==> config.mk <==
export PLATFORM = sky130hd
export DESIGN_NAME = flash_cmd_decoder
export DESIGN_NICKNAME = d
export VERILOG_FILES = /design/src/rtl/fcd_pkg.sv /design/src/rtl/fcd_blk_map.sv /design/src/rtl/fcd_seq.sv /design/src/rtl/fcd_mode_ctl.sv /design/src/rtl/flash_cmd_decoder.sv
export SDC_FILE = /design/constraint.sdc
export NUM_CORES = 1
export LEC_CHECK = 0
export BUFFER_PORTS_ARGS = -buffer_cell sky130_fd_sc_hd__buf_2
export CAP_MARGIN = 20
export CORE_UTILIZATION = 50
export DETAILED_ROUTE_END_ITERATION = 12
export GPL_TIMING_DRIVEN = 0
export PLACE_DENSITY = 0.9
export REMOVE_ABC_BUFFERS = 1
export SLEW_MARGIN = 20
export SYNTH_ARGS = -nofsm -noshare
export SYNTH_HDL_FRONTEND = slang
export SYNTH_SLANG_ARGS = --single-unit
export TNS_END_PERCENT = 5
==> constraint.sdc <==
create_clock -name clk_i -period 5.4 [get_ports clk_i]
set_input_delay 0.27 -clock clk_i [delete_from_list [all_inputs] [get_ports clk_i]]
set_output_delay 0.27 -clock clk_i [all_outputs]
set_load 0.02 [all_outputs]
==> src/rtl/fcd_pkg.sv <==
package fcd_pkg;
  typedef enum logic [2:0] {
    BLK_BOOT   = 3'd0,
    BLK_PAR_A  = 3'd1,
    BLK_PAR_B  = 3'd2,
    BLK_MAIN_S = 3'd3,
    BLK_MAIN_L = 3'd4
  } blk_e;

  typedef enum logic [1:0] {
    MODE_READ = 2'b00,
    MODE_ID   = 2'b01,
    MODE_BUSY = 2'b10
  } mode_e;

  typedef enum logic [2:0] {
    SQ_IDLE, SQ_U1, SQ_U2, SQ_PROG, SQ_E1, SQ_E2, SQ_E3
  } seq_e;

  typedef struct packed {
    logic prog;
    logic chip;
    logic blk;
    logic lock;
    logic id_in;
  } hit_t;

  localparam int unsigned CMD_AW = 15;
  localparam logic [CMD_AW-1:0] ADR_LO = 15'h5555;
  localparam logic [CMD_AW-1:0] ADR_HI = 15'h2AAA;

  localparam logic [7:0] CMD_UNLK1   = 8'hAA;
  localparam logic [7:0] CMD_UNLK2   = 8'h55;
  localparam logic [7:0] CMD_PROG    = 8'hA0;
  localparam logic [7:0] CMD_ERSETUP = 8'h80;
  localparam logic [7:0] CMD_CHIP    = 8'h10;
  localparam logic [7:0] CMD_BLK     = 8'h30;
  localparam logic [7:0] CMD_LOCK    = 8'h40;
  localparam logic [7:0] CMD_ID_IN   = 8'h90;
  localparam logic [7:0] CMD_ID_OUT  = 8'hF0;
endpackage

==> src/rtl/fcd_blk_map.sv <==
module fcd_blk_map
  import fcd_pkg::*;
#(
  parameter bit BOOT_TOP = 1'b0
) (
  input  logic [4:0] unit_i,   // address in 8 KiB units
  output blk_e       blk_o
);
  logic [4:0] u;

  generate
    if (BOOT_TOP) begin : g_top
      assign u = ~unit_i;
    end else begin : g_bot
      assign u = unit_i;
    end
  endgenerate

  always_comb begin
    if (u < 5'd2)       blk_o = BLK_BOOT;
    else if (u == 5'd2) blk_o = BLK_PAR_A;
    else if (u == 5'd3) blk_o = BLK_PAR_B;
    else if (u < 5'd16) blk_o = BLK_MAIN_S;
    else                blk_o = BLK_MAIN_L;
  end
endmodule

==> src/rtl/fcd_seq.sv <==
module fcd_seq
  import fcd_pkg::*;
#(
  parameter int unsigned DATA_W = 8
) (
  input  logic                clk_i,
  input  logic                rst_ni,
  input  logic                wr_en_i,
  input  logic [CMD_AW-1:0]   addr_i,
  input  logic [DATA_W-1:0]   data_i,
  output hit_t                hit_o
);
  seq_e st_q, st_d;
  logic a_lo, a_hi;

  assign a_lo = (addr_i == ADR_LO);
  assign a_hi = (addr_i == ADR_HI);

  always_comb begin
    st_d  = st_q;
    hit_o = '0;
    if (wr_en_i) begin
      st_d = SQ_IDLE;  // any mismatch aborts
      unique case (st_q)
        SQ_IDLE: if (a_lo && data_i == CMD_UNLK1) st_d = SQ_U1;
        SQ_U1:   if (a_hi && data_i == CMD_UNLK2) st_d = SQ_U2;
        SQ_U2: begin
          if (a_lo && data_i == CMD_PROG)         st_d = SQ_PROG;
          else if (a_lo && data_i == CMD_ERSETUP) st_d = SQ_E1;
          else if (a_lo && data_i == CMD_ID_IN)   hit_o.id_in = 1'b1;
        end
        SQ_PROG: hit_o.prog = 1'b1;
        SQ_E1:   if (a_lo && data_i == CMD_UNLK1) st_d = SQ_E2;
        SQ_E2:   if (a_hi && data_i == CMD_UNLK2) st_d = SQ_E3;
        SQ_E3: begin
          if (data_i == CMD_BLK)                 hit_o.blk  = 1'b1;
          else if (a_lo && data_i == CMD_CHIP)   hit_o.chip = 1'b1;
          else if (a_lo && data_i == CMD_LOCK)   hit_o.lock = 1'b1;
        end
        default: st_d = SQ_IDLE;
      endcase
    end
  end

  always_ff @(posedge clk_i or negedge rst_ni) begin
    if (!rst_ni) st_q <= SQ_IDLE;
    else         st_q <= st_d;
  end


  e3_order_chk: assert property (@(posedge clk_i) disable iff (!rst_ni)
    $rose(st_q == SQ_E3) |-> $past(st_q == SQ_E2));


  prog_order_chk: assert property (@(posedge clk_i) disable iff (!rst_ni)
    $rose(st_q == SQ_PROG) |-> $past(st_q == SQ_U2));
endmodule

==> src/rtl/fcd_mode_ctl.sv <==
module fcd_mode_ctl
  import fcd_pkg::*;
#(
  parameter int unsigned ADDR_W = 18,
  parameter int unsigned DATA_W = 8
) (
  input  logic              clk_i,
  input  logic              rst_ni,
  input  logic              wr_vld_i,
  input  logic [ADDR_W-1:0] wr_addr_i,
  input  logic [DATA_W-1:0] wr_data_i,
  input  logic              op_done_i,
  input  hit_t              hit_i,
  input  blk_e              tgt_blk_i,
  output logic              wr_en_o,
  output logic              prog_req_o,
  output logic [ADDR_W-1:0] prog_addr_o,
  output logic [DATA_W-1:0] prog_data_o,
  output logic              chip_req_o,
  output logic              keep_boot_o,
  output logic              blk_req_o,
  output blk_e              blk_sel_o,
  output logic              lock_req_o,
  output logic              id_in_o,
  output logic              id_out_o,
  output mode_e             mode_o,
  output logic              locked_o
);
  mode_e mode_q;
  logic  locked_q, tgt_drop;

  assign wr_en_o  = wr_vld_i && (mode_q == MODE_READ);
  assign tgt_drop = locked_q && (tgt_blk_i == BLK_BOOT);
  assign mode_o   = mode_q;
  assign locked_o = locked_q;

  always_ff @(posedge clk_i or negedge rst_ni) begin
    if (!rst_ni) begin
      mode_q      <= MODE_READ;
      locked_q    <= 1'b0;
      prog_req_o  <= 1'b0;
      prog_addr_o <= '0;
      prog_data_o <= '0;
      chip_req_o  <= 1'b0;
      keep_boot_o <= 1'b0;
      blk_req_o   <= 1'b0;
      blk_sel_o   <= BLK_BOOT;
      lock_req_o  <= 1'b0;
      id_in_o     <= 1'b0;
      id_out_o    <= 1'b0;
    end else begin
      prog_req_o  <= 1'b0;
      chip_req_o  <= 1'b0;
      keep_boot_o <= 1'b0;
      blk_req_o   <= 1'b0;
      blk_sel_o   <= BLK_BOOT;
      lock_req_o  <= 1'b0;
      id_in_o     <= 1'b0;
      id_out_o    <= 1'b0;
      unique case (mode_q)
        MODE_READ: begin
          if (hit_i.prog && !tgt_drop) begin
            prog_req_o  <= 1'b1;
            prog_addr_o <= wr_addr_i;
            prog_data_o <= wr_data_i;
            mode_q      <= MODE_BUSY;
          end
          if (hit_i.chip) begin
            chip_req_o  <= 1'b1;
            keep_boot_o <= locked_q;
            mode_q      <= MODE_BUSY;
          end
          if (hit_i.blk && !tgt_drop) begin
            blk_req_o <= 1'b1;
            blk_sel_o <= tgt_blk_i;
            mode_q    <= MODE_BUSY;
          end
          if (hit_i.lock) begin
            lock_req_o <= 1'b1;
            locked_q   <= 1'b1;
          end
          if (hit_i.id_in) begin
            id_in_o <= 1'b1;
            mode_q  <= MODE_ID;
          end
        end
        MODE_ID: if (wr_vld_i && wr_data_i == CMD_ID_OUT) begin
          id_out_o <= 1'b1;
          mode_q   <= MODE_READ;
        end
        MODE_BUSY: if (op_done_i) mode_q <= MODE_READ;
        default: mode_q <= MODE_READ;
      endcase
    end
  end


  busy_quiet_chk: assert property (@(posedge clk_i) disable iff (!rst_ni)
    (mode_q == MODE_BUSY && !op_done_i) |=>
      !(prog_req_o || chip_req_o || blk_req_o || lock_req_o || id_in_o));


  lock_sticky_chk: assert property (@(posedge clk_i) disable iff (!rst_ni)
    locked_q |=> locked_q);


  boot_guard_chk: assert property (@(posedge clk_i) disable iff (!rst_ni)
    blk_req_o |-> !($past(locked_q) && blk_sel_o == BLK_BOOT));


  id_exit_chk: assert property (@(posedge clk_i) disable iff (!rst_ni)
    id_out_o |-> (mode_q == MODE_READ && $past(mode_q == MODE_ID)));


  chip_busy_chk: assert property (@(posedge clk_i) disable iff (!rst_ni)
    chip_req_o |-> mode_q == MODE_BUSY);


  prog_strobe_chk: assert property (@(posedge clk_i) disable iff (!rst_ni)
    prog_req_o |-> $past(wr_vld_i));
endmodule

==> src/rtl/flash_cmd_decoder.sv <==
module flash_cmd_decoder
  import fcd_pkg::*;
#(
  parameter int unsigned ADDR_W   = 18,
  parameter int unsigned DATA_W   = 8,
  parameter bit          BOOT_TOP = 1'b0
) (
  input  logic              clk_i,
  input  logic              rst_ni,
  input  logic              wr_vld_i,
  input  logic [ADDR_W-1:0] wr_addr_i,
  input  logic [DATA_W-1:0] wr_data_i,
  input  logic              op_done_i,
  input  logic [ADDR_W-1:0] rd_addr_i,
  output logic              prog_req_o,
  output logic [ADDR_W-1:0] prog_addr_o,
  output logic [DATA_W-1:0] prog_data_o,
  output logic              chip_erase_req_o,
  output logic              chip_keep_boot_o,
  output logic              blk_erase_req_o,
  output logic [2:0]        blk_sel_o,
  output logic              lock_set_req_o,
  output logic              id_enter_o,
  output logic              id_exit_o,
  output logic [1:0]        mode_o,
  output logic              locked_o,
  output logic              id_lock_vld_o,
  output logic              id_lock_o
);
  localparam int unsigned UNIT_W = 5;  // 32 units of 1/32 array

  hit_t  hit;
  blk_e  wr_blk, rd_blk, sel;
  mode_e mode;
  logic  wr_en;
  logic  unused_rd;

  assign unused_rd = ^rd_addr_i[ADDR_W-UNIT_W-1:2];

  fcd_blk_map #(.BOOT_TOP(BOOT_TOP)) u_wr_map (
    .unit_i(wr_addr_i[ADDR_W-1 -: UNIT_W]),
    .blk_o (wr_blk)
  );

  fcd_blk_map #(.BOOT_TOP(BOOT_TOP)) u_rd_map (
    .unit_i(rd_addr_i[ADDR_W-1 -: UNIT_W]),
    .blk_o (rd_blk)
  );

  fcd_seq #(.DATA_W(DATA_W)) u_seq (
    .clk_i  (clk_i),
    .rst_ni (rst_ni),
    .wr_en_i(wr_en),
    .addr_i (wr_addr_i[CMD_AW-1:0]),
    .data_i (wr_data_i),
    .hit_o  (hit)
  );

  fcd_mode_ctl #(.ADDR_W(ADDR_W), .DATA_W(DATA_W)) u_mode (
    .clk_i      (clk_i),
    .rst_ni     (rst_ni),
    .wr_vld_i   (wr_vld_i),
    .wr_addr_i  (wr_addr_i),
    .wr_data_i  (wr_data_i),
    .op_done_i  (op_done_i),
    .hit_i      (hit),
    .tgt_blk_i  (wr_blk),
    .wr_en_o    (wr_en),
    .prog_req_o (prog_req_o),
    .prog_addr_o(prog_addr_o),
    .prog_data_o(prog_data_o),
    .chip_req_o (chip_erase_req_o),
    .keep_boot_o(chip_keep_boot_o),
    .blk_req_o  (blk_erase_req_o),
    .blk_sel_o  (sel),
    .lock_req_o (lock_set_req_o),
    .id_in_o    (id_enter_o),
    .id_out_o   (id_exit_o),
    .mode_o     (mode),
    .locked_o   (locked_o)
  );

  assign blk_sel_o     = sel;
  assign mode_o        = mode;
  assign id_lock_vld_o = (mode == MODE_ID) && (rd_blk == BLK_BOOT) &&
                         (rd_addr_i[1:0] == 2'b10);
  assign id_lock_o     = id_lock_vld_o && locked_o;


  id_rd_chk: assert property (@(posedge clk_i) disable iff (!rst_ni)
    id_lock_o |-> (mode_o == 2'b01 && locked_o));
endmodule

**Word-level counts from Yosys, hierarchy flattened**

Index checks and enable logic that the tools add are counted.

- Register bits after elaboration: 42
- Output and inout bits: 41

- $lt $le $gt $ge: 4
- Eq/ne operators: 27
- Muxes and demuxes: 51
- Reductions and logical operators: 23

Operators by type and width:

| kind | count |
|---|---|
| $mux 3 | 15 |
| $eq 8x8->1 const B | 5 |
| $mux 1 | 26 |
| $eq 5x2->1 const B | 4 |
| $eq 8x7->1 const B | 2 |
| $eq 15x14->1 const B | 1 |
| $eq 15x15->1 const B | 1 |
| $logic_and 1x1->1 | 15 |
| $pmux 3 s5 | 1 |
| $mux 2 | 7 |
| $lt 5x2->1 const B | 2 |
| $lt 5x5->1 const B | 2 |
| $eq 3x3->1 const B | 3 |
| $logic_not 3->1 | 3 |
| $eq 8x5->1 const B | 1 |
| $eq 8x6->1 const B | 1 |
| $eq 3x2->1 const B | 2 |
| $pmux 2 s3 | 1 |
| $mux 5 | 1 |
| $ne 5x5->1 const B | 1 |
| $eq 2x2->1 const B | 2 |
| $reduce_and 2->1 | 2 |
| $eq 3x1->1 const B | 1 |
| $reduce_and 3->1 | 1 |
| 5 further kinds | 5 |

**Depth between registers and ports, before layout**

- Depth in word-level cells: 14
- Depth in mapped cells: 7

**Hierarchy**

Synthesis repeated with hierarchy kept, for this count alone.

- Cells, all modules: 161
- Area, all modules: 2064.5 µm²

Modules (own cells, without submodules):

| module | instances | cells an instance | area each (µm²) | sequential area each (µm²) |
|---|---|---|---|---|
| fcd_mode_ctl | 1 | 92 | 1560.2 | 975.9 |
| fcd_seq | 1 | 53 | 409.1 | 75.1 |
| fcd_blk_map | 2 | 6 | 27.5 | 0.0 |
| flash_cmd_decoder | 1 | 4 | 40.0 | 0.0 |

**Worst setup path after synthesis**

No wires, ideal clock.

- Path type: register -> register
- From: register u_mode.mode_q[1], in the netlist u_mode.mode_o[1]
- To: register u_mode.blk_sel_o[0]
- Arrival time: 2.198 ns
- Path slack: 3.108 ns
- Stages on the path, launching flop included: 6
- Path buffers: 1
- Clock period less this slack: 2.292 ns
- Path through: dfrtp_1 -> or3b_1 -> buf_2 -> or4_4 -> or4_4 -> a211oi_1

- Longest elaborated chain between the ends: 6

Ends and longest elaborated chain:

| element | line | source |
|---|---|---|
| start, declared | fcd_mode_ctl.sv:29 | `mode_e mode_q;` |
| start signal, assigned | fcd_mode_ctl.sv:39 | `mode_q <= MODE_READ;` |
| start signal, assigned | fcd_mode_ctl.sv:66 | `mode_q <= MODE_BUSY;` |
| start signal, assigned | fcd_mode_ctl.sv:71 | `mode_q <= MODE_BUSY;` |
| $logic_not 2->1 (*) | fcd_mode_ctl.sv:32, fcd_mode_ctl.sv:60 |  |
| $logic_and 1x1->1 | fcd_mode_ctl.sv:32 | `assign wr_en_o = wr_vld_i && (mode_q == MODE_READ);` |
| $mux 5 | fcd_seq.sv:22 | `if (wr_en_i) begin` |
| $logic_and 1x1->1 | fcd_mode_ctl.sv:73 | `if (hit_i.blk && !tgt_drop) begin` |
| $mux 3 | fcd_mode_ctl.sv:73 |  |
| $mux 3 (*) | fcd_mode_ctl.sv:60 | `unique case (mode_q)` |
| end signal, assigned | fcd_mode_ctl.sv:75 | `blk_sel_o <= tgt_blk_i;` |
| end, declared | fcd_mode_ctl.sv:22 | `output blk_e blk_sel_o,` |

Every way passes the cells marked *; elsewhere a longest branch is shown, timed or not.
A chain may end at the register's enable or synchronous reset.

**Worst setup path in the final report**

Same ends and word-level chain as after synthesis.

==> impl_metrics.py <==
metrics = {
    "clock_tree": {
        "hold_buffers": 0,
        "worstSkewPairLatency_ns": 0.29,
        "htreeDepth": 2,
        "root_buffer": "clkbuf_8",
        "cts_tree": "built",
        "clockBufferDepth": 2,
        "post_cts_resized": 0,
        "clkSinkCount": 42,
        "clkTransAtPathRegs_ns": 0.07,
        "postCtsSetupBuffers": 0,
        "numCtsBuffers": 5,
    },
    "pwr": {
        "p_comb_frac": 0.123,
        "swShare": 0.2460,
        "p_int_w": 0.0004426,
        "pwr-share-clk": 0.316,
        "power.leakage_nw": 1.258,
        "irDropWorstVdd_mv": 0.1773,
        "p_switching_w": 0.0001444,
        "power_frac_seq": 0.560,
        "powerDensity_nw_per_um2": 240.4,
    },
    "sta": {
        "slew_headroom": 0.4038,
        "setup_slack_ns": 3.030,
        "hold_viol_final": 0,
        "slew_violations": 0,
        "period_needed_ns": 2.370,
        "fin_crit_sh": 0.4388,
        "fmax_ghz": 0.4220,
        "finalClockSkew_ns": 0.003719,
        "setup-violations-final": 0,
        "finalSetupTns_ns": 0,
        "rsz0062_at_grt": "no",
        "worst_slew_pin_slew_ns": 0.8943,
    },
    "setup_path": {
        "path_cells": "or3b_1 -> or4_4 -> or4_4 -> a211oi_1",
        "cp_max_fo": 6,
        "ff2ff_setup_slack_ns": 3.03,
        "path_depth": 4,
        "cp_slowest_cell": "or4_4",
        "crit_type": "flop to flop",
        "worst-r2r-cell-count": 4,
        "cp_slowest_stage_delay_ns": 0.56,
        "end_kind": "flop",
        "crit_arrival_ns": 2.56,
        "crit_required_ns": 5.59,
        "crit_family": "simple AND/OR/NAND/NOR gates",
        "startpoint_type": "flop",
        "cp_num_buf_inv": 0,
        "cpMostUsedCell": "or4_4",
    },
    "synthesis": {
        "synth-simple-area-share": 0.2503,
        "synthAdderAreaFrac": 0,
        "ys_ff_latch": 42,
        "syn_area_um2": 1939,
        "ys_seq_area_frac": 0.5419,
        "ys_warn_count": 0,
        "synth_top_family_by_area": "simple AND/OR/NAND/NOR gates",
        "synth_compound_area_frac": 0.04065,
        "ys_types": 41,
        "syn_inst": 158,
        "syn_avg_cell_area_um2": 12.27,
        "muxShareOfSynthArea": 0.1452,
        "synth_xor_area_frac": 0,
    },
    "global_routing": {
        "grtUsageMet3": 0.05893,
        "overflow": 0,
        "grt_use_met1": 0.2967,
        "grt_most_used_layer": "met2",
        "grt_pass1_wl_um": 7210,
        "met2_usage": 0.3842,
        "grt_max_degree": 43,
        "track_usage": 0.2327,
        "antenna_found_initial": 0,
        "first_global_vias": 1514,
    },
    "die": {
        "core_um2": 3689,
        "die_area_um2": 4132,
        "die_y_um": 64.28,
        "die_w_um": 64.28,
        "start_util": 0.5258,
        "fp-row-count": 22,
        "ioPinCount": 89,
    },
    "detailed_routing": {
        "drtIter0Drc": 49,
        "drc": 0,
        "vias": 1598,
        "first_pass_iters": 4,
        "avgViaCountPerCell": 5.607,
        "postRouteAntennaNets": 0,
        "wire_per_inst_um": 15.31,
        "wl_um": 4362,
    },
    "layout": {
        "register_area_um2": 1051,
        "drive_above_1_share": 0.4810,
        "n_antenna_cell": 0,
        "stdcell_count": 285,
        "area_growth_syn_to_layout_pct": 25.94,
        "multi_input_area_um2": 848.3,
        "nFillCells": 271,
        "most-common-layout-cells": "buf_2, dfrtp_1, mux2_2, nor4_1, inv_1",
        "nets": 285,
        "layout_commonest_cell": "buf_2",
    },
    "place": {
        "gp_congestion": 0.9268,
        "dp_cells": 278,
        "dp.final_hpwl_um": 3312,
        "io_buffers": 76,
        "place_ws_ns": 3.047,
    },
    "run": {
        "drv_cap": 0,
    },
    "run_status": {
        "status": "finished, final reports clean",
    },
    "hold_path": {
        "hold_path.class": "input pin to async pin",
    },
}
[metrics by stage]
stage	hold WS, ns	util	power, W	instance area (µm²)
global placement	0.4409	0.6408	0.0004061	2364
detailed placement	0.4494	0.6415	0.0004083	2366
floorplan	-0.02559	-	0.0003666	1923
finish	0.1023	0.6621	0.0005870	2442
CTS	0.1360	0.6621	0.0005935	2442
global route	0.1883	0.6621	0.0006142	2442
[final timing paths]
check / from / to
max: u_mode.mode_o[1] / u_mode.blk_sel_o[0]
min: rst_ni / u_mode.mode_o[1]
max reg2reg: u_mode.mode_o[1] / u_mode.blk_sel_o[0]
min reg2reg: u_mode.prog_addr_o[15] / u_mode.prog_addr_o[15]
max in group asynchronous: rst_ni / u_mode.id_in_o
min in group clk_i: wr_addr_i[17] / u_mode.blk_sel_o[1]
[cells in the mapped netlist, drive strengths merged]
cell     count  share of area
a21oi        1         0.0026
nand4        2         0.0065
and4b        1         0.0052
inv          7          0.014
a41oi        2         0.0090
nand2b       4          0.013
o31ai        1         0.0039
nor3         3         0.0077
o2111ai      1         0.0045
nor4b        1         0.0045
and3         1         0.0032
nand3        4          0.010
a22o         1         0.0045
clkbuf       2         0.0039
dfrtp       42           0.54
or4b         1         0.0052
or4          3          0.015
nand3b       2         0.0077
and2b        1         0.0039
nand2        6          0.012
nand4b       3          0.014
or4bb        6          0.035
and2         2         0.0065
nand4bb      1         0.0058
o22ai        1         0.0032
or3          1         0.0032
o21ai        2         0.0052
mux2        25           0.15
or2b         2         0.0077
a211oi       2         0.0077
nor3b        4          0.015
nor4bb       2          0.010
buf          2         0.0045
nor2         6          0.012
and4         1         0.0045
or3b         3          0.014
nor4         7          0.023
or2          2         0.0065
[metal layers]
layer  routed length, µm  vias up
met5                   0        -
met4                  53        0
met3                 311        7
met2                2089       72
met1                1909      768
li1                    -      751
[power groups by stage]
stage          registers [W]  clock network [W]   logic, W
3_5_place_dp        0.000335                  0  0.0000734
5_1_grt             0.000330           0.000205  0.0000793
4_1_cts             0.000329           0.000191  0.0000737
6_report            0.000329           0.000186  0.0000725
3_3_place_gp        0.000334                  0  0.0000717
2_1_floorplan       0.000348                  0  0.0000190
[logic make-up after synthesis]
kind of cell,count (synthesis)
buf+inv,11
compound gates,11
mux,25
simple gates,69
flops,42
[layout make-up]
cell class / instances / share of cell area
clock buffer: 7 / 0.03125
inverter: 7 / 0.01076
multi-input combinational: 105 / 0.3473
sequential: 42 / 0.4303
tap: 48 / 0.02459
timing repair buffer: 76 / 0.1557
[sequential cells by signal, indices dropped and copies added, names as in the netlist]
register,count
u_mode.blk_req_o,1
u_mode.blk_sel_o,3
u_mode.chip_req_o,1
u_mode.id_in_o,1
u_mode.id_out_o,1
u_mode.keep_boot_o,1
u_mode.lock_req_o,1
u_mode.locked_o,1
u_mode.mode_o,2
u_mode.prog_addr_o,18
u_mode.prog_data_o,8
u_mode.prog_req_o,1
u_seq.st_q,3
(Power assumes the default switching activity.)
